--- src/rtl/lcd4_pkg.sv ---
package lcd4_pkg;

  // selects which extra wait follows the low nibble of a step
  typedef enum logic [2:0] {
    WS_NONE  = 3'd0,
    WS_LONG  = 3'd1,
    WS_SHORT = 3'd2,
    WS_CLEAR = 3'd3,
    WS_HOME  = 3'd4
  } wait_sel_e;

  typedef struct packed {
    logic      single;   // 1: send only the low nibble of val
    logic [7:0] val;
    wait_sel_e ws;
  } init_step_t;

  localparam int INIT_STEPS = 9;
  localparam int IDX_W      = $clog2(INIT_STEPS);

  localparam logic [7:0] CMD_CLEAR = 8'h01;
  localparam logic [7:0] CMD_HOME  = 8'h02;

  // bring-up order: wake-up nibbles, bus width nibble, configuration bytes
  function automatic init_step_t init_step(input logic [IDX_W-1:0] idx);
    init_step_t s;
    s = '{single: 1'b0, val: 8'h00, ws: WS_NONE};
    case (idx)
      4'd0: s = '{single: 1'b1, val: 8'h03, ws: WS_LONG};
      4'd1: s = '{single: 1'b1, val: 8'h03, ws: WS_SHORT};
      4'd2: s = '{single: 1'b1, val: 8'h03, ws: WS_NONE};
      4'd3: s = '{single: 1'b1, val: 8'h02, ws: WS_NONE};
      4'd4: s = '{single: 1'b0, val: 8'h28, ws: WS_NONE};
      4'd5: s = '{single: 1'b0, val: 8'h08, ws: WS_NONE};
      4'd6: s = '{single: 1'b0, val: CMD_CLEAR, ws: WS_CLEAR};
      4'd7: s = '{single: 1'b0, val: 8'h06, ws: WS_NONE};
      4'd8: s = '{single: 1'b0, val: 8'h0C, ws: WS_NONE};
      default: s = '{single: 1'b0, val: 8'h00, ws: WS_NONE};
    endcase
    return s;
  endfunction

  function automatic wait_sel_e user_wait(input logic [7:0] b, input logic is_char);
    if (!is_char && b == CMD_CLEAR) return WS_CLEAR;
    if (!is_char && b == CMD_HOME)  return WS_HOME;
    return WS_NONE;
  endfunction

endpackage

--- src/rtl/lcd4_timer.sv ---
module lcd4_timer #(
  parameter int W       = 8,
  parameter int RST_VAL = 0
) (
  input  logic         clk,
  input  logic         rst_n,
  input  logic         load,
  input  logic [W-1:0] load_val,
  output logic         zero
);

  logic [W-1:0] cnt_q, cnt_d;
  logic         dec_en;

  assign dec_en = (cnt_q != '0);

  always_comb begin
    cnt_d = cnt_q;
    if (load)        cnt_d = load_val;
    else if (dec_en) cnt_d = cnt_q - 1'b1;
  end

  always_ff @(posedge clk or negedge rst_n) begin
    if (!rst_n) cnt_q <= W'(RST_VAL);
    else        cnt_q <= cnt_d;
  end

  assign zero = (cnt_q == '0);

  // an expired counter stays expired until reloaded
  p_tmr_hold_r9: assert property (@(posedge clk) disable iff (!rst_n)
    (!load && zero) |=> zero);

endmodule

--- src/rtl/lcd4_strobe.sv ---
module lcd4_strobe #(
  parameter int TW      = 8,
  parameter int STB_CYC = 1,
  parameter int GAP_CYC = 40
) (
  input  logic       clk,
  input  logic       rst_n,
  input  logic       start,
  input  logic [3:0] nib,
  input  logic       rs,
  output logic       done,
  output logic       en_o,
  output logic       rs_o,
  output logic [3:0] nib_o
);

  typedef enum logic [1:0] {ST_IDLE, ST_RISE, ST_DRIVE, ST_GAP} st_e;

  st_e          st_q, st_d;
  logic         en_q, en_d, rs_q, rs_d, prs_q, prs_d;
  logic [3:0]   nib_q, nib_d, pnib_q, pnib_d;
  logic         t_load, t_zero;
  logic [TW-1:0] t_val;

  lcd4_timer #(.W(TW), .RST_VAL(0)) tmr_i (
    .clk(clk), .rst_n(rst_n), .load(t_load), .load_val(t_val), .zero(t_zero)
  );

  always_comb begin
    st_d   = st_q;
    en_d   = en_q;
    rs_d   = rs_q;
    nib_d  = nib_q;
    prs_d  = prs_q;
    pnib_d = pnib_q;
    t_load = 1'b0;
    t_val  = '0;
    done   = 1'b0;
    case (st_q)
      ST_IDLE: if (start) begin
        st_d   = ST_RISE;
        en_d   = 1'b1;          // enable first, lines untouched
        pnib_d = nib;
        prs_d  = rs;
        t_load = 1'b1;
        t_val  = TW'(STB_CYC);
      end
      ST_RISE: if (t_zero) begin
        st_d   = ST_DRIVE;
        nib_d  = pnib_q;
        rs_d   = prs_q;
        t_load = 1'b1;
        t_val  = TW'(STB_CYC);
      end
      ST_DRIVE: if (t_zero) begin
        st_d   = ST_GAP;
        en_d   = 1'b0;          // display latches here
        t_load = 1'b1;
        t_val  = TW'(GAP_CYC);
      end
      ST_GAP: if (t_zero) begin
        st_d = ST_IDLE;
        done = 1'b1;
      end
      default: st_d = ST_IDLE;
    endcase
  end

  always_ff @(posedge clk or negedge rst_n) begin
    if (!rst_n) begin
      st_q   <= ST_IDLE;
      en_q   <= 1'b0;
      rs_q   <= 1'b0;
      nib_q  <= 4'h0;
      prs_q  <= 1'b0;
      pnib_q <= 4'h0;
    end else begin
      st_q   <= st_d;
      en_q   <= en_d;
      rs_q   <= rs_d;
      nib_q  <= nib_d;
      prs_q  <= prs_d;
      pnib_q <= pnib_d;
    end
  end

  assign en_o  = en_q;
  assign rs_o  = rs_q;
  assign nib_o = nib_q;

  // checker counter: cycles since the last enable fall, saturating
  logic [TW-1:0] since_fall_q;
  always_ff @(posedge clk or negedge rst_n) begin
    if (!rst_n)                  since_fall_q <= '1;
    else if (en_q)               since_fall_q <= '0;
    else if (since_fall_q != '1) since_fall_q <= since_fall_q + 1'b1;
  end

  p_rise_quiet_r2: assert property (@(posedge clk) disable iff (!rst_n)
    $rose(en_q) |-> $stable({rs_q, nib_q}));

  p_fall_stable_r2: assert property (@(posedge clk) disable iff (!rst_n)
    $fell(en_q) |-> $stable({rs_q, nib_q}));

  p_gap_min_r3: assert property (@(posedge clk) disable iff (!rst_n)
    $rose(en_q) |-> (since_fall_q >= TW'(GAP_CYC)));

  p_start_idle_r3: assert property (@(posedge clk) disable iff (!rst_n)
    start |-> (st_q == ST_IDLE));

endmodule

--- src/rtl/lcd4_seq.sv ---
module lcd4_seq
  import lcd4_pkg::*;
#(
  parameter int TW        = 8,
  parameter int PWR_CYC   = 100,
  parameter int LONG_CYC  = 50,
  parameter int SHORT_CYC = 10,
  parameter int CLR_CYC   = 20,
  parameter int HOME_CYC  = 16
) (
  input  logic       clk,
  input  logic       rst_n,
  input  logic       in_valid,
  input  logic [7:0] in_data,
  input  logic       in_is_char,
  output logic       in_ready,
  output logic       stb_start,
  output logic [3:0] stb_nib,
  output logic       stb_rs,
  input  logic       stb_done
);

  typedef enum logic [2:0] {
    S_PWR, S_LOAD, S_HI, S_HI_W, S_LO, S_LO_W, S_XW, S_RDY
  } st_e;

  localparam logic [IDX_W-1:0] IDX_LAST = IDX_W'(INIT_STEPS - 1);

  st_e             st_q, st_d;
  logic [IDX_W-1:0] idx_q, idx_d;
  logic [7:0]      byte_q, byte_d;
  logic            rs_q, rs_d, init_q, init_d;
  wait_sel_e       ws_q, ws_d;
  init_step_t      step;
  logic            t_load, t_zero;
  logic [TW-1:0]   t_val;

  function automatic logic [TW-1:0] ws_cycles(input wait_sel_e w);
    case (w)
      WS_LONG:  return TW'(LONG_CYC);
      WS_SHORT: return TW'(SHORT_CYC);
      WS_CLEAR: return TW'(CLR_CYC);
      WS_HOME:  return TW'(HOME_CYC);
      default:  return '0;
    endcase
  endfunction

  // the reset value is the power-on settling wait
  lcd4_timer #(.W(TW), .RST_VAL(PWR_CYC)) tmr_i (
    .clk(clk), .rst_n(rst_n), .load(t_load), .load_val(t_val), .zero(t_zero)
  );

  assign step = init_step(idx_q);

  always_comb begin
    st_d      = st_q;
    idx_d     = idx_q;
    byte_d    = byte_q;
    rs_d      = rs_q;
    ws_d      = ws_q;
    init_d    = init_q;
    t_load    = 1'b0;
    t_val     = '0;
    stb_start = 1'b0;
    in_ready  = 1'b0;
    case (st_q)
      S_PWR:  if (t_zero) st_d = S_LOAD;
      S_LOAD: begin
        byte_d = step.val;
        rs_d   = 1'b0;
        ws_d   = step.ws;
        st_d   = step.single ? S_LO : S_HI;
      end
      S_HI: begin
        stb_start = 1'b1;
        st_d      = S_HI_W;
      end
      S_HI_W: if (stb_done) st_d = S_LO;
      S_LO: begin
        stb_start = 1'b1;
        st_d      = S_LO_W;
      end
      S_LO_W: if (stb_done) begin
        t_load = 1'b1;
        t_val  = ws_cycles(ws_q);
        st_d   = S_XW;
      end
      S_XW: if (t_zero) begin
        if (init_q && idx_q != IDX_LAST) begin
          idx_d = idx_q + 1'b1;
          st_d  = S_LOAD;
        end else begin
          init_d = 1'b0;
          st_d   = S_RDY;
        end
      end
      S_RDY: begin
        in_ready = 1'b1;
        if (in_valid) begin
          byte_d = in_data;
          rs_d   = in_is_char;
          ws_d   = user_wait(in_data, in_is_char);
          st_d   = S_HI;
        end
      end
      default: st_d = S_PWR;
    endcase
  end

  assign stb_nib = (st_q == S_HI) ? byte_q[7:4] : byte_q[3:0];
  assign stb_rs  = rs_q;

  always_ff @(posedge clk or negedge rst_n) begin
    if (!rst_n) begin
      st_q   <= S_PWR;
      idx_q  <= '0;
      byte_q <= 8'h00;
      rs_q   <= 1'b0;
      ws_q   <= WS_NONE;
      init_q <= 1'b1;
    end else begin
      st_q   <= st_d;
      idx_q  <= idx_d;
      byte_q <= byte_d;
      rs_q   <= rs_d;
      ws_q   <= ws_d;
      init_q <= init_d;
    end
  end

  p_ready_after_init_r6: assert property (@(posedge clk) disable iff (!rst_n)
    in_ready |-> !init_q);

  p_accept_drop_r7: assert property (@(posedge clk) disable iff (!rst_n)
    (in_valid && in_ready) |=> !in_ready);

  p_init_no_char_r5: assert property (@(posedge clk) disable iff (!rst_n)
    (stb_start && init_q) |-> !stb_rs);

endmodule

--- src/rtl/lcd4_ctrl.sv ---
module lcd4_ctrl #(
  parameter int CLK_HZ = 50_000_000
) (
  input  logic       clk,
  input  logic       rst_n,
  input  logic       in_valid,
  output logic       in_ready,
  input  logic [7:0] in_data,
  input  logic       in_is_char,
  output logic [6:0] lcd_bus
);

  localparam int CPU       = CLK_HZ / 1_000_000;
  localparam int STB_CYC   = (CPU / 2 < 1) ? 1 : CPU / 2;
  localparam int GAP_CYC   = 40 * CPU;
  localparam int PWR_CYC   = 20_000 * CPU;
  localparam int LONG_CYC  = (4_100 - 40) * CPU;
  localparam int SHORT_CYC = (100 - 40) * CPU;
  localparam int CLR_CYC   = 2_000 * CPU;
  localparam int HOME_CYC  = 1_600 * CPU;
  localparam int TW        = $clog2(PWR_CYC + 1);

  // reset synchronizer: asynchronous assert, synchronous release
  logic [1:0] rst_sync_q;
  logic       rst_n_s;
  always_ff @(posedge clk or negedge rst_n) begin
    if (!rst_n) rst_sync_q <= 2'b00;
    else        rst_sync_q <= {rst_sync_q[0], 1'b1};
  end
  assign rst_n_s = rst_sync_q[1];

  logic       stb_start, stb_rs, stb_done;
  logic [3:0] stb_nib;
  logic       en_w, rs_w;
  logic [3:0] nib_w;

  lcd4_seq #(
    .TW(TW), .PWR_CYC(PWR_CYC), .LONG_CYC(LONG_CYC), .SHORT_CYC(SHORT_CYC),
    .CLR_CYC(CLR_CYC), .HOME_CYC(HOME_CYC)
  ) seq_i (
    .clk(clk), .rst_n(rst_n_s),
    .in_valid(in_valid), .in_data(in_data), .in_is_char(in_is_char),
    .in_ready(in_ready),
    .stb_start(stb_start), .stb_nib(stb_nib), .stb_rs(stb_rs), .stb_done(stb_done)
  );

  lcd4_strobe #(.TW(TW), .STB_CYC(STB_CYC), .GAP_CYC(GAP_CYC)) stb_i (
    .clk(clk), .rst_n(rst_n_s),
    .start(stb_start), .nib(stb_nib), .rs(stb_rs), .done(stb_done),
    .en_o(en_w), .rs_o(rs_w), .nib_o(nib_w)
  );

  // bit 5 (read/write) is tied to write
  assign lcd_bus = {en_w, 1'b0, rs_w, nib_w};

  p_ready_quiet_r6: assert property (@(posedge clk) disable iff (!rst_n_s)
    in_ready |-> !lcd_bus[6]);

endmodule

--- config.mk ---
export PLATFORM = sky130hd
export DESIGN_NAME = lcd4_ctrl
export DESIGN_NICKNAME = d
export VERILOG_FILES = /design/src/rtl/lcd4_pkg.sv /design/src/rtl/lcd4_timer.sv /design/src/rtl/lcd4_strobe.sv /design/src/rtl/lcd4_seq.sv /design/src/rtl/lcd4_ctrl.sv
export SDC_FILE = /design/constraint.sdc
export NUM_CORES = 1
export LEC_CHECK = 0
export ABC_AREA = 1
export BUFFER_PORTS_ARGS = -buffer_cell sky130_fd_sc_hd__buf_2
export CAP_MARGIN = 20
export CORE_ASPECT_RATIO = 1.25
export CORE_MARGIN = 2
export CORE_UTILIZATION = 30
export DETAILED_ROUTE_END_ITERATION = 16
export GPL_ROUTABILITY_DRIVEN = 0
export SLEW_MARGIN = 20
export SYNTH_ARGS = -nofsm -noshare
export SYNTH_HDL_FRONTEND = slang
export SYNTH_SLANG_ARGS = --single-unit
--- constraint.sdc ---
create_clock -name clk -period 2.7 [get_ports clk]
set_input_delay 0.81 -clock clk [delete_from_list [all_inputs] [get_ports clk]]
set_output_delay 0.81 -clock clk [all_outputs]
set_load 0.01 [all_outputs]
==> impl_metrics.csv <==
group,metric,value,unit
synth,synth_cell_type_count,41,
synth,synth_fp_nets,617,
setup_path,path_delay_family,"flip-flops",
pwr,ir_worst_vdd,0.268,mV
clock_tree,htree_levels,3,
clock_tree,cts_sinks,75,
clock_tree,holdBufCountCts,0,
layout,antenna_cells,0,
clock_tree,cts_setup_buffers,0,
global_routing,grt_max_degree,74,
global_routing,grt_usage,0.133,
sta,skew,0.00718,ns
floorplan,die_h,141,µm
floorplan,rows,49,
clock_tree,clockBufferDepth,2,
setup_path,rr_worst_depth,11,
clock_tree,clkLatencyLatePin,0.34,ns
place,hpwl,7230,µm
setup_path,slowest_stage,"dfrtp_1",
global_routing,grt_first_pass_wirelength,17100,µm
synth,netlist_instances,591,
layout,n_fill_cell,1533,
job,drv_cap,0,
layout,area_growth,13.2,%
pwr,p_seq_frac,0.450,
global_routing,overflow,0,
sta,hold_violations,0,
setup_path,worstPathRequired,1.89,ns
drt,wl_per_cell,12.2,µm
floorplan,io_pins,20,
drt,routed_wl,9700,µm
setup_path,path_class,"register to output port",
drt,antenna_left,0,
floorplan,start_util,0.309,
clock_tree,cts_tree,"yes",
setup_path,path_buf_inv,2,
floorplan,die_w,113,µm
pwr,p_total,2.55,mW
synth,async_reset_ff_frac,1.00,
sta,min_period_over_period,0.853,
synth,synthFlopType,"dfrtp_1",
drt,drc,0,
pwr,power_density,504,nW/µm²
sta,setup_tns,0,ns
global_routing,antenna_found_initial,0,
layout,multi_input_area,2210,µm²
global_routing,grt_pass1_vias,3636,
setup_path,crit_chain,"nand3_2, inv_2, buf_2",
setup_path,worstReg2RegStart,"stb_i.tmr_i.cnt_q[0]",
setup_path,crit_path_end_kind,"output port",
synth,synth_area_leaders,"dfrtp_1 (37%), nand2_1 (13%), inv_1 (5.8%), nor2_1 (5.5%), dfstp_2 (4.7%)",
pwr,combPwrFrac,0.006,
setup_path,startpoint,"seq_i.st_q[1]",
sta,worst_slew_pin_slew,0.962,ns
clock_tree,path_clk_slew,0.06,ns
clock_tree,cts_buffers,9,
setup_path,slowest_delay,0.49,ns
synth,yosysWarnings,0,
setup_path,crit_end,"in_ready",
pwr,leakagePower,2.56,nW
setup_path,critPathLaunchType,"register",
sta,rsz0062_at_grt,"no",
floorplan,dieArea,15900,µm²
setup_path,r2r-end,"seq_i.tmr_i.cnt_q[11]",
synth,synth-seq-area-share,0.422,
synth,synthesis.area,4470,µm²
status,status,"complete, no violations",
synth,syn_avg_cell_area,7.57,µm²
synth,ys_seq_elements,75,
drt,first_pass_iters,5,
layout,drive_gt1_frac,0.122,
sta,slew_viol_final,0,
drt,vias,3678,
clock_tree,cts-resized-gates,0,
drt,drt_iter0_drc,179,
setup_path,critPathArrivalTime,1.49,ns
sta,slew_headroom,0.359,
pwr,netSwitchingFraction,0.200,
synth,synthDominantAreaCellType,"dfrtp_1",
synth,synth_edf_count,0,
setup_path,critical_path_depth,3,
pwr,p_sw,511,µW
sta,max_freq,434,MHz
floorplan,core_area,14500,µm²
clock_tree,clock-root-buffer,"clkbuf_16",
layout,ff_latch_area,1890,µm²
pwr,p_clk_frac,0.544,
hold_path,hp-class,"primary input to asynchronous set/reset pin",
synth,yosysTopAreaCellShare,0.375,
setup_path,crit_fanout,10,
setup_path,r2r_slack,0.63,ns
layout,final_common_cell,"nand2_1",
sta,fin_crit,2.30,ns
drt,routed_via_density,4.64,
place,numPortBuffers,18,
layout,nNetsFinal,635,
pwr,p_int,2.04,mW
sta,finalSetupViolCount,0,
layout,final_cell_mix,"nand2_1 (151), inv_1 (69), nor2_1 (66), dfrtp_1 (66), nand3_1 (37)",
==> stage by stage <==
step / hold WS [ns] / utilization / std cells / setup WS [ns] / instance area (µm²)
after floorplan: 0.331 / - / 591 / 0.471 / 4470
after global placement: 0.336 / 0.326 / 776 / 0.641 / 4720
after detailed placement: 0.340 / 0.326 / 776 / 0.617 / 4720
after CTS: 0.230 / 0.350 / 792 / 0.392 / 5060
after global routing: 0.228 / 0.350 / 792 / 0.297 / 5060
final: 0.241 / 0.350 / 792 / 0.396 / 5060
==> cells in the mapped netlist (7+ instances only) <==
cell type	number
dfrtp_1	67
nand4_1	15
o21ai_0	32
nor2_1	66
nor3_1	21
inv_1	69
nand3_1	37
a21oi_1	16
a21oi_2	7
nand2_1	151
ha_1	14
xor2_1	21
dfstp_2	8
==> flip-flops by register name, indices dropped and copies added, names as in the netlist <==
register / cells
stb_i.nib_o: 4
seq_i.init_q: 1
stb_i.en_o: 1
stb_i.prs_q: 1
seq_i.idx_q: 4
stb_i.st_q: 2
stb_i.tmr_i.cnt_q: 20
seq_i.st_q: 3
stb_i.pnib_q: 4
seq_i.stb_rs: 1
seq_i.ws_q: 3
stb_i.rs_o: 1
rst_sync_q: 2
seq_i.tmr_i.cnt_q: 20
seq_i.byte_q: 8
==> how the worst min path moves through the flow <==
| stage | startpoint | endpoint | slack (ns) | cells past startpoint |
|---|---|---|---|---|
| after floorplan | rst_sync_q[0] | rst_sync_q[1] | 0.33 | 0 |
| after global placement | rst_sync_q[0] | rst_sync_q[1] | 0.34 | 0 |
| after detailed placement | rst_sync_q[0] | rst_sync_q[1] | 0.34 | 0 |
| after CTS | rst_n | rst_sync_q[1] | 0.23 | 1 |
| after global routing | rst_n | rst_sync_q[1] | 0.23 | 1 |
| final | rst_n | rst_sync_q[1] | 0.24 | 1 |
==> power groups by stage <==
stage	registers, mW	logic, mW	clock network, mW
floorplan	1.16	0.00415	0
global placement	1.17	0.0151	0
detailed placement	1.17	0.0150	0
CTS	1.15	0.0150	1.42
global route	1.15	0.0168	1.48
finish	1.15	0.0150	1.39
==> area by class of cell <==
cell class	instances	share of cell area
Sequential cell	75	0.373
Inverter	76	0.0563
Multi-Input combinational cell	426	0.436
Timing Repair Buffer	21	0.0222
Clock inverter	6	0.0227
Clock buffer	10	0.0452
Tap cell	178	0.0440
==> layer usage <==
| metal | wire (µm) | global-route usage | vias to the layer above |
|---|---|---|---|
| li1 | - | - | 1925 |
| met1 | 4310 | 0.162 | 1688 |
| met2 | 4910 | 0.227 | 47 |
| met3 | 219 | 0.0251 | 18 |
| met4 | 260 | 0.0578 | 0 |
| met5 | 0 | 0 | - |
==> cell families after synthesis <==
logic type / count (synthesis) / synth area share
xor+xnor: 26 / 0.0509
compound gates: 73 / 0.0954
flops: 75 / 0.422
simple gates: 311 / 0.307
fa+ha+maj: 14 / 0.0392
other cells: 2 / 0.00168
buf+inv: 90 / 0.0845
Power figures use the tool's default switching activity.
